File: config.mk
export PLATFORM = sky130hd
export DESIGN_NAME = vlen_sequencer
export DESIGN_NICKNAME = d
export VERILOG_FILES = /design/src/rtl/seq_pkg.sv /design/src/rtl/seq_op_hold.sv /design/src/rtl/seq_len_lookup.sv /design/src/rtl/seq_step_ctr.sv /design/src/rtl/seq_pc.sv /design/src/rtl/vlen_sequencer.sv
export SDC_FILE = /design/constraint.sdc
export NUM_CORES = 1
export LEC_CHECK = 0
export BUFFER_PORTS_ARGS = -buffer_cell sky130_fd_sc_hd__buf_2
export CORE_ASPECT_RATIO = 1.5
export CORE_UTILIZATION = 40
export DETAILED_ROUTE_END_ITERATION = 10
export HOLD_SLACK_MARGIN = 0.06
export PLACE_DENSITY = 0.58
export SLEW_MARGIN = 5
export SYNTH_ARGS = -nofsm -noshare
export SYNTH_HDL_FRONTEND = slang
export SYNTH_SLANG_ARGS = --single-unit
File: constraint.sdc
create_clock -name clk -period 4.35 [get_ports clk]
set_clock_uncertainty 0.05 [all_clocks]
set_input_delay 0.87 -clock clk [delete_from_list [all_inputs] [get_ports clk]]
set_output_delay 0.87 -clock clk [all_outputs]
set_load 0.1 [all_outputs]
File: src/rtl/seq_pkg.sv
package seq_pkg;
  localparam int SEQ_OP_W   = 5;
  localparam int SEQ_OPS    = 1 << SEQ_OP_W;
  localparam int SEQ_MAX    = 5;
  localparam int SEQ_LEN_W  = $clog2(SEQ_MAX + 1);
  localparam int SEQ_PC_W   = 8;

  typedef logic [SEQ_LEN_W-1:0] seq_len_t;

  // Default per-opcode length table; entries 30 and 31 are deliberately out of range.
  function automatic logic [SEQ_OPS*SEQ_LEN_W-1:0] default_len_map();
    logic [SEQ_OPS*SEQ_LEN_W-1:0] m;
    m = '0;
    for (int i = 0; i < SEQ_OPS; i++) begin
      seq_len_t v;
      if (i == 0)       v = seq_len_t'(2);
      else if (i <= 28) v = seq_len_t'(((i - 1) % 4) + 1);
      else if (i == 29) v = seq_len_t'(5);
      else if (i == 30) v = seq_len_t'(7);
      else              v = seq_len_t'(0);
      m[i*SEQ_LEN_W +: SEQ_LEN_W] = v;
    end
    return m;
  endfunction
endpackage

File: src/rtl/seq_op_hold.sv
module seq_op_hold #(
  parameter int OP_W = 5
) (
  input  logic            clk,
  input  logic            rst,
  input  logic            at_start,
  input  logic            stall,
  input  logic [OP_W-1:0] op_live,
  input  logic            fast_live,
  output logic [OP_W-1:0] op_eff,
  output logic            fast_eff
);
  logic [OP_W-1:0] op_q;
  logic            fast_q;

  always_ff @(posedge clk) begin
    if (rst) begin
      op_q   <= '0;
      fast_q <= 1'b0;
    end else if (at_start && !stall) begin
      op_q   <= op_live;
      fast_q <= fast_live;
    end
  end

  // In step 0 the live inputs decide; afterwards the captured copy does.
  assign op_eff   = at_start ? op_live   : op_q;
  assign fast_eff = at_start ? fast_live : fast_q;
endmodule

File: src/rtl/seq_len_lookup.sv
module seq_len_lookup #(
  parameter int OP_W         = 5,
  parameter int LEN_W        = 3,
  parameter int MAX_STEPS    = 5,
  parameter int NOP_OP       = 0,
  parameter int NOP_SLOW_LEN = 2,
  parameter logic [(1<<OP_W)*LEN_W-1:0] LEN_MAP = '0
) (
  input  logic [OP_W-1:0]  op,
  input  logic             fast_nop,
  output logic [LEN_W-1:0] len
);
  localparam int NUM_OPS = 1 << OP_W;

  logic [LEN_W-1:0] clamped [NUM_OPS];

  genvar g;
  generate
    for (g = 0; g < NUM_OPS; g++) begin : g_entry
      logic [LEN_W-1:0] raw;
      assign raw = LEN_MAP[g*LEN_W +: LEN_W];
      assign clamped[g] = (raw == '0 || raw > LEN_W'(MAX_STEPS)) ? LEN_W'(MAX_STEPS) : raw;
    end
  endgenerate

  always_comb begin
    if (op == OP_W'(NOP_OP))
      len = fast_nop ? LEN_W'(1) : LEN_W'(NOP_SLOW_LEN);
    else
      len = clamped[op];
  end
endmodule

File: src/rtl/seq_step_ctr.sv
module seq_step_ctr #(
  parameter int MAX_STEPS = 5,
  parameter int LEN_W     = 3
) (
  input  logic                 clk,
  input  logic                 rst,
  input  logic                 stall,
  input  logic [LEN_W-1:0]     len,
  output logic [MAX_STEPS-1:0] step_q,
  output logic                 last
);
  logic [MAX_STEPS-1:0] final_sel;
  logic [MAX_STEPS-1:0] step_d;

  genvar i;
  generate
    for (i = 0; i < MAX_STEPS; i++) begin : g_step
      assign final_sel[i] = (len == LEN_W'(i + 1));
      if (i == 0) begin : g_first
        assign step_d[i] = last;
      end else begin : g_rest
        assign step_d[i] = last ? 1'b0 : step_q[i-1];
      end
    end
  endgenerate

  assign last = |(step_q & final_sel);

  always_ff @(posedge clk) begin
    if (rst)         step_q <= MAX_STEPS'(1);
    else if (!stall) step_q <= step_d;
  end
endmodule

File: src/rtl/seq_pc.sv
module seq_pc #(
  parameter int PC_W = 8
) (
  input  logic            clk,
  input  logic            rst,
  input  logic            advance,
  output logic [PC_W-1:0] pc
);
  always_ff @(posedge clk) begin
    if (rst)          pc <= '0;
    else if (advance) pc <= pc + PC_W'(1);
  end
endmodule

File: src/rtl/vlen_sequencer.sv
module vlen_sequencer
  import seq_pkg::*;
#(
  parameter int OP_W         = SEQ_OP_W,
  parameter int MAX_STEPS    = SEQ_MAX,
  parameter int PC_W         = SEQ_PC_W,
  parameter int NOP_OP       = 0,
  parameter int NOP_SLOW_LEN = 2,
  parameter logic [(1<<SEQ_OP_W)*SEQ_LEN_W-1:0] LEN_MAP = default_len_map()
) (
  input  logic                 clk,
  input  logic                 rst,
  input  logic                 stall,
  input  logic                 fast_nop_en,
  input  logic [OP_W-1:0]      opcode_in,
  output logic [MAX_STEPS-1:0] step_oh,
  output logic                 instr_start,
  output logic                 last_step,
  output logic                 fetch_done,
  output logic [PC_W-1:0]      pc
);
  localparam int LEN_W = $clog2(MAX_STEPS + 1);

  logic [OP_W-1:0]  op_eff;
  logic             fast_eff;
  logic [LEN_W-1:0] cur_len;

  assign instr_start = step_oh[0];

  seq_op_hold #(.OP_W(OP_W)) u_hold (
    .clk(clk), .rst(rst), .at_start(instr_start), .stall(stall),
    .op_live(opcode_in), .fast_live(fast_nop_en),
    .op_eff(op_eff), .fast_eff(fast_eff)
  );

  seq_len_lookup #(
    .OP_W(OP_W), .LEN_W(LEN_W), .MAX_STEPS(MAX_STEPS),
    .NOP_OP(NOP_OP), .NOP_SLOW_LEN(NOP_SLOW_LEN), .LEN_MAP(LEN_MAP)
  ) u_len (
    .op(op_eff), .fast_nop(fast_eff), .len(cur_len)
  );

  seq_step_ctr #(.MAX_STEPS(MAX_STEPS), .LEN_W(LEN_W)) u_step (
    .clk(clk), .rst(rst), .stall(stall), .len(cur_len),
    .step_q(step_oh), .last(last_step)
  );

  assign fetch_done = last_step && !stall;

  seq_pc #(.PC_W(PC_W)) u_pc (
    .clk(clk), .rst(rst), .advance(fetch_done), .pc(pc)
  );
endmodule

==> reports/metrics.yaml, run 1 <==
drt-vias-per-instance: 5.58
drive_gt1_share_pct: 29.6
ys_ff_latch: 19
critical_path.cell_chain: "a41oi_1, a22oi_2, nand3_4, a21oi_2, buf_2"
hold_viol: 0
leakagePower_uw: 0.000561
io_pins: 25
die_w_um: 48.3
critPathSlowestCell: "dfxtp_1"
place_congestion: 0.797
cts-root-buf: "clkbuf_8"
power.switching_uw: 219
power_uw: 511
r2r-start: "u_step.step_q[0]"
endpoint_kind: "output pin"
clk_path_buf_depth: 2
grt_pass1_vias: 1045
ys_seq_area_share_pct: 29.6
cp-start-kind: "flip-flop"
postCtsSetupBuffers: 0
synth_compound_area_share_pct: 25.0
drc: 0
hp-class: "reg -> reg"
grt_start_max_net_pins: 26
synth_area_um2: 1280
clkTransAtPathRegs_ns: 0.07
grtUsageTotal_pct: 18.9
intPower_uw: 293
synth-simple-area-share_pct: 26.0
timing.fmax_mhz: 287
ctsHoldBuffers: 0
cts_resized: 0
sequentialPowerShare_pct: 39.0
layout_common_cells: "buf_2, dfxtp_1, nor2_1"
combPwrFrac_pct: 36.8
synth_top_area_share_pct: 29.6
synth_area_leaders: "dfxtp_1, mux2i_1, nand4_1, nor2_1, nor2b_1"
timing.final.crit_share_pct: 80.0
tightestPinTransition_ns: 0.858
synth_xor_area_share_pct: 0
rsz0062_at_grt: "no"
dieArea_um2: 3450
yosys.cell_types.count: 45
numCtsBuffers: 3
async_flop_share_pct: 0
syn-num-nets: 150
ir_worst_vdd_mv: 0.150
routedWlPerCell_um: 14.3
synth_edf_count: 0
final_max_slew_viol_count: 0
initial_core_util_pct: 43.2
synth_ff_type: "dfxtp_1"
synth_mux_area_share_pct: 11.0
synth_top_cell_by_area: "dfxtp_1"
synth-adder-area-share_pct: 0.974
min-delay-start: "u_step.step_q[4]"
mostFrequentLayoutCell: "buf_2"
grt_pass1_wl_um: 4730
tns_ns: 0
antenna_cells: 0
rows: 24
syn-instance-count: 140
cp.arrival_ns: 2.56
status: "complete, no violations"
cts_max_level: 1
power_density_nw_per_um2: 356
crit_path_start: "u_step.step_q[0]"
setup_violations: 0
detail_route.iter0.violations: 29
clkPwrFrac_pct: 24.1
cp.required_ns: 3.43
critPathKind: "reg -> out"
cts_tree: "yes"
firstDrtPassIters: 4
max_stage_delay_ns: 0.78
synth.avg_cell_area_um2: 9.18
ant_nets: 0
area_growth_pct: 11.7
clk_latency_ns: 0.26
period_needed_ns: 3.48
cp_max_fo: 21
maxCapViolations: 0
nets: 170
die_y_um: 71.4
grt.overflow.total: 0
synth_top_family_by_area: "simple AND/OR/NAND/NOR gates"
antenna_found_initial: 0
dp_hpwl_um: 2200
p_sw_share_pct: 42.8
slew_headroom_pct: 42.7
ys.warnings.count: 0
vias: 1104
cts_sinks: 19
wl_um: 2830
numPortBuffers: 24
coreArea_um2: 2970
power by group through the flow:
stage / clock (uW) / combinational (uW) / sequential, uW
5_1_grt: 135 / 200 / 202
3_5_place_dp: 0 / 189 / 204
3_3_place_gp: 0 / 187 / 204
6_report: 123 / 188 / 200
4_1_cts: 128 / 189 / 200
2_1_floorplan: 0 / 138 / 231
per-stage QoR:
step / setup slack [ns] / cells / hold WS, ns / utilization (%) / instance area [um^2]
3_5_place_dp: 0.944 / 194 / 0.413 / 46.7 / 1390
6_report: 0.871 / 198 / 0.415 / 48.3 / 1440
4_1_cts: 0.853 / 198 / 0.422 / 48.3 / 1440
3_3_place_gp: 0.981 / 194 / 0.409 / 46.7 / 1390
5_1_grt: 0.657 / 198 / 0.450 / 48.3 / 1440
2_1_floorplan: 0.448 / 140 / 0.402 / - / 1290
routing by layer:
| layer | vias to the layer above | global-route usage (%) | wire length (um) |
|---|---|---|---|
| met5 | - | 0 | 0 |
| met4 | 0 | 9.26 | 51 |
| met3 | 6 | 2.52 | 83 |
| met2 | 23 | 32.4 | 1550 |
| met1 | 516 | 21.4 | 1140 |
| li1 | 559 | - | - |
cell families (layout without fill, tap and decap cells):
family,count (synthesis),in the layout
AND/OR/NAND/NOR,59,59
AO/OA/AOI/OAI,32,32
flip-flops,19,19
buffers and inverters,16,35
multiplexers,13,13
adder cells (fa/ha/maj),1,1
critical path, delay by kind of cell (launching register included):
| family | cells | cell delay, ns |
|---|---|---|
| compound gates | 3 | 0.86 |
| flops | 1 | 0.78 |
| buf+inv | 1 | 0.43 |
| simple gates | 1 | 0.22 |
synthesized netlist by cell type (2+ instances only):
| library cell | count |
|---|---|
| clkbuf_1 | 3 |
| nor2_1 | 16 |
| nor2b_1 | 8 |
| a21oi_1 | 7 |
| nand2_1 | 8 |
| a211oi_1 | 3 |
| inv_1 | 7 |
| dfxtp_1 | 19 |
| nand3_1 | 5 |
| mux2i_1 | 7 |
| buf_6 | 4 |
| a32oi_1 | 3 |
| a211o_1 | 2 |
| a31oi_1 | 3 |
| nor3_2 | 2 |
| mux2_1 | 4 |
| nand4_1 | 10 |
| a22oi_2 | 2 |
area by class of cell:
type | count | area (um^2)
inverters | 7 | 26.3
flip-flops and latches | 19 | 380
clock buffers | 3 | 41.3
fillers | 303 | 1540
multi-input cells | 105 | 813
repair buffers | 24 | 120
clock inverters | 1 | 5.00
well taps | 39 | 48.8
registers in the layout, summed over array words and instances, names as in the netlist:
name,cells
u_step.step_q,5
u_hold.op_q,5
u_hold.fast_q,1
u_pc.pc,8
path summary, 6_finish.rpt:
check | endpoint | slack [ns] | cells after the start
max | fetch_done | 0.87 | 5
min | u_step.step_q[4] | 0.42 | 2
max reg2reg | u_pc.pc[7] | 1.77 | 5
min reg2reg | u_step.step_q[4] | 0.42 | 2
Note: power is estimated with default switching activity, not from simulation.
==> run 2: changes to the inputs <==
--- a/config.mk
+++ b/config.mk
@@ -10,7 +10,7 @@
 export CORE_UTILIZATION = 40
 export DETAILED_ROUTE_END_ITERATION = 10
 export HOLD_SLACK_MARGIN = 0.06
-export PLACE_DENSITY = 0.58
+export PLACE_DENSITY = 0.6
 export SLEW_MARGIN = 5
 export SYNTH_ARGS = -nofsm -noshare
 export SYNTH_HDL_FRONTEND = slang
==> constraint.sdc (replaced) <==
create_clock -name clk -period 2.94 [get_ports clk]
set_clock_uncertainty 0.05 [all_clocks]
set_input_delay 0.588 -clock clk [delete_from_list [all_inputs] [get_ports clk]]
set_output_delay 0.588 -clock clk [all_outputs]
set_load 0.1 [all_outputs]
==> run 2 against run 1 <==
Effect of this change: routed wire length up 6.1%; via count rose by 2.9%; critical path depth unchanged; non-clock buffer count is 2 higher; final cell count up 1.0%; global-route usage increased by 0.70 points; register-to-register slack got worse by 1.2 ns; largest power group is now combinational logic.
==> reports/metrics.yaml, run 2 (synthesized netlist as in run 1, its figures left out) <==
clk_latency_ns: 0.26  # about the same
power_uw: 779  # +52%
top_regs: "u_pc.pc (8), u_hold.op_q (5), u_step.step_q (5)"
dpl_cell_area_um2: 1430  # +3.1%
rsz0062_at_grt: "no"
area_growth_pct: 15.0
rows: 24  # unchanged
final_max_slew_viol_count: 0  # unchanged
ir_worst_vdd_mv: 0.306  # +100%
hp-class: "reg -> reg"
coreArea_um2: 2970  # unchanged
vias: 1136  # +2.9%
postCtsSetupBuffers: 0  # unchanged
cp_max_fo: 21  # unchanged
max_stage_delay_ns: 0.57  # -0.21 ns
wl_um: 3000  # +6.1%
antenna_found_initial: 0  # unchanged
cts_sinks: 19  # unchanged
die_y_um: 71.4  # unchanged
cts_resized: 0  # unchanged
leakagePower_uw: 0.000575  # +2.4%
routedWlPerCell_um: 15.0  # +5.0%
regArea_um2: 383  # +0.66%
drive_gt1_share_pct: 32.3  # +2.7 points
grtUsageTotal_pct: 19.6  # +0.70 points
power_density_nw_per_um2: 527  # +48%
cp.arrival_ns: 2.08  # -0.48 ns
grt_pass1_vias: 1090  # +4.3%
cp-start-kind: "flip-flop"
cp.required_ns: 2.30  # -1.13 ns
placed_cells: 196  # +1.0%
fin_cells: 200  # +1.0%
largest_reg_flops: 8  # unchanged
status: "complete, no violations"
slew_headroom_pct: 46.2  # +3.5 points
antenna_cells: 0  # unchanged
dp_hpwl_um: 2320  # +5.2%
tns_ns: 0  # unchanged
multi_input_area_um2: 823  # +1.2%
clk_path_buf_depth: 2  # unchanged
largest_register: "u_pc.pc"
cts_max_level: 1  # unchanged
ant_nets: 0  # unchanged
critical_path.cell_chain: "mux2i_1, o22a_2, a22oi_4, nand2_2, buf_2"
clkTransAtPathRegs_ns: 0.07  # about the same
layout_common_cells: "buf_2, dfxtp_1, nor2_1"
cts_tree: "yes"
grt_pass1_wl_um: 4970  # +5.1%
dieArea_um2: 3450  # unchanged
cts-root-buf: "clkbuf_8"
die_w_um: 48.3  # unchanged
grt.overflow.total: 0  # unchanged
hold_viol: 0  # unchanged
timing.fmax_mhz: 368
critPathSlowestCell: "dfxtp_2"
critical_path_buf_inv_count: 1  # unchanged
io_pins: 25  # unchanged
endpoint_kind: "output pin"
tightestPinTransition_ns: 0.805  # -0.0531 ns
place_congestion: 0.757  # -4.9%
initial_core_util_pct: 43.2  # unchanged
maxCapViolations: 0  # unchanged
numPortBuffers: 24  # unchanged
detail_route.iter0.violations: 20  # -31%
grt_start_max_net_pins: 26  # unchanged
period_needed_ns: 2.72
nets: 172  # +1.2%
numCtsBuffers: 3  # unchanged
firstDrtPassIters: 4  # unchanged
setup_violations: 0  # unchanged
drt-vias-per-instance: 5.68  # +1.9%
timing.final.crit_share_pct: 92.5
n_fill_cell: 289  # -4.6%
path_delay_family: "flip-flops"
ctsHoldBuffers: 0  # unchanged
critPathKind: "reg -> out"
mostFrequentLayoutCell: "buf_2"
drc: 0  # unchanged
final_area_um2: 1480  # +3.0%
run 2: changes by cell type in the layout (fill, tap and decap cells not counted), sizes merged:
cell  change
buf       +2
run 2: where the power goes:
part / leakage, uW / total [uW] / internal [uW] / switching (uW)
clock: 0.0000255 / 181 / 94.3 / 87.0
combinational: 0.000394 / 300 / 82.2 / 218
sequential: 0.000155 / 297 / 271 / 26.0
total: 0.000575 / 779 / 448 / 331
run 2: per-stage QoR:
stage	hold slack (ns)	worst slack, ns	utilization, %
2_1_floorplan	0.402	0.0137	-
3_5_place_dp	0.410	0.290	48.1
4_1_cts	0.420	0.220	49.7
6_report	0.419	0.220	49.7
5_1_grt	0.471	0.115	49.7
3_3_place_gp	0.408	0.333	48.1
run 2: final timing paths:
check             depth (start not counted)              from  slack [ns]          endpoint
setup / recovery                          5  u_step.step_q[0]        0.22         last_step
hold / removal                            2  u_step.step_q[4]        0.42  u_step.step_q[4]
setup reg to reg                          6  u_step.step_q[0]        0.55        u_pc.pc[7]
hold reg to reg                           2  u_step.step_q[4]        0.42  u_step.step_q[4]
run 2: worst register-to-register path, stage by stage, from the launching register on:
cell	delay, ns
dfxtp_2	0.57
mux2i_1	0.42
o22a_2	0.26
a22oi_4	0.08
buf_4	0.22
a2111oi_4	0.35
mux2_1	0.34
run 2: metal layers:
| metal | part of all wire (%) | up-vias | global-route usage (%) |
|---|---|---|---|
| met5 | 0 | - | 0 |
| met2 | 57 | 17 | 34.4 |
| met3 | 2.1 | 5 | 3.02 |
| met1 | 40 | 553 | 22.4 |
| met4 | 1.2 | 0 | 7.10 |
| li1 | - | 561 | - |
run 2: area by class of cell:
class | count | area share, %
Clock buffer | 3 | 2.79
Inverter | 7 | 1.78
Sequential cell | 19 | 25.9
Multi-Input combinational cell | 105 | 55.7
Tap cell | 39 | 3.30
Timing Repair Buffer | 26 | 10.2
Clock inverter | 1 | 0.339
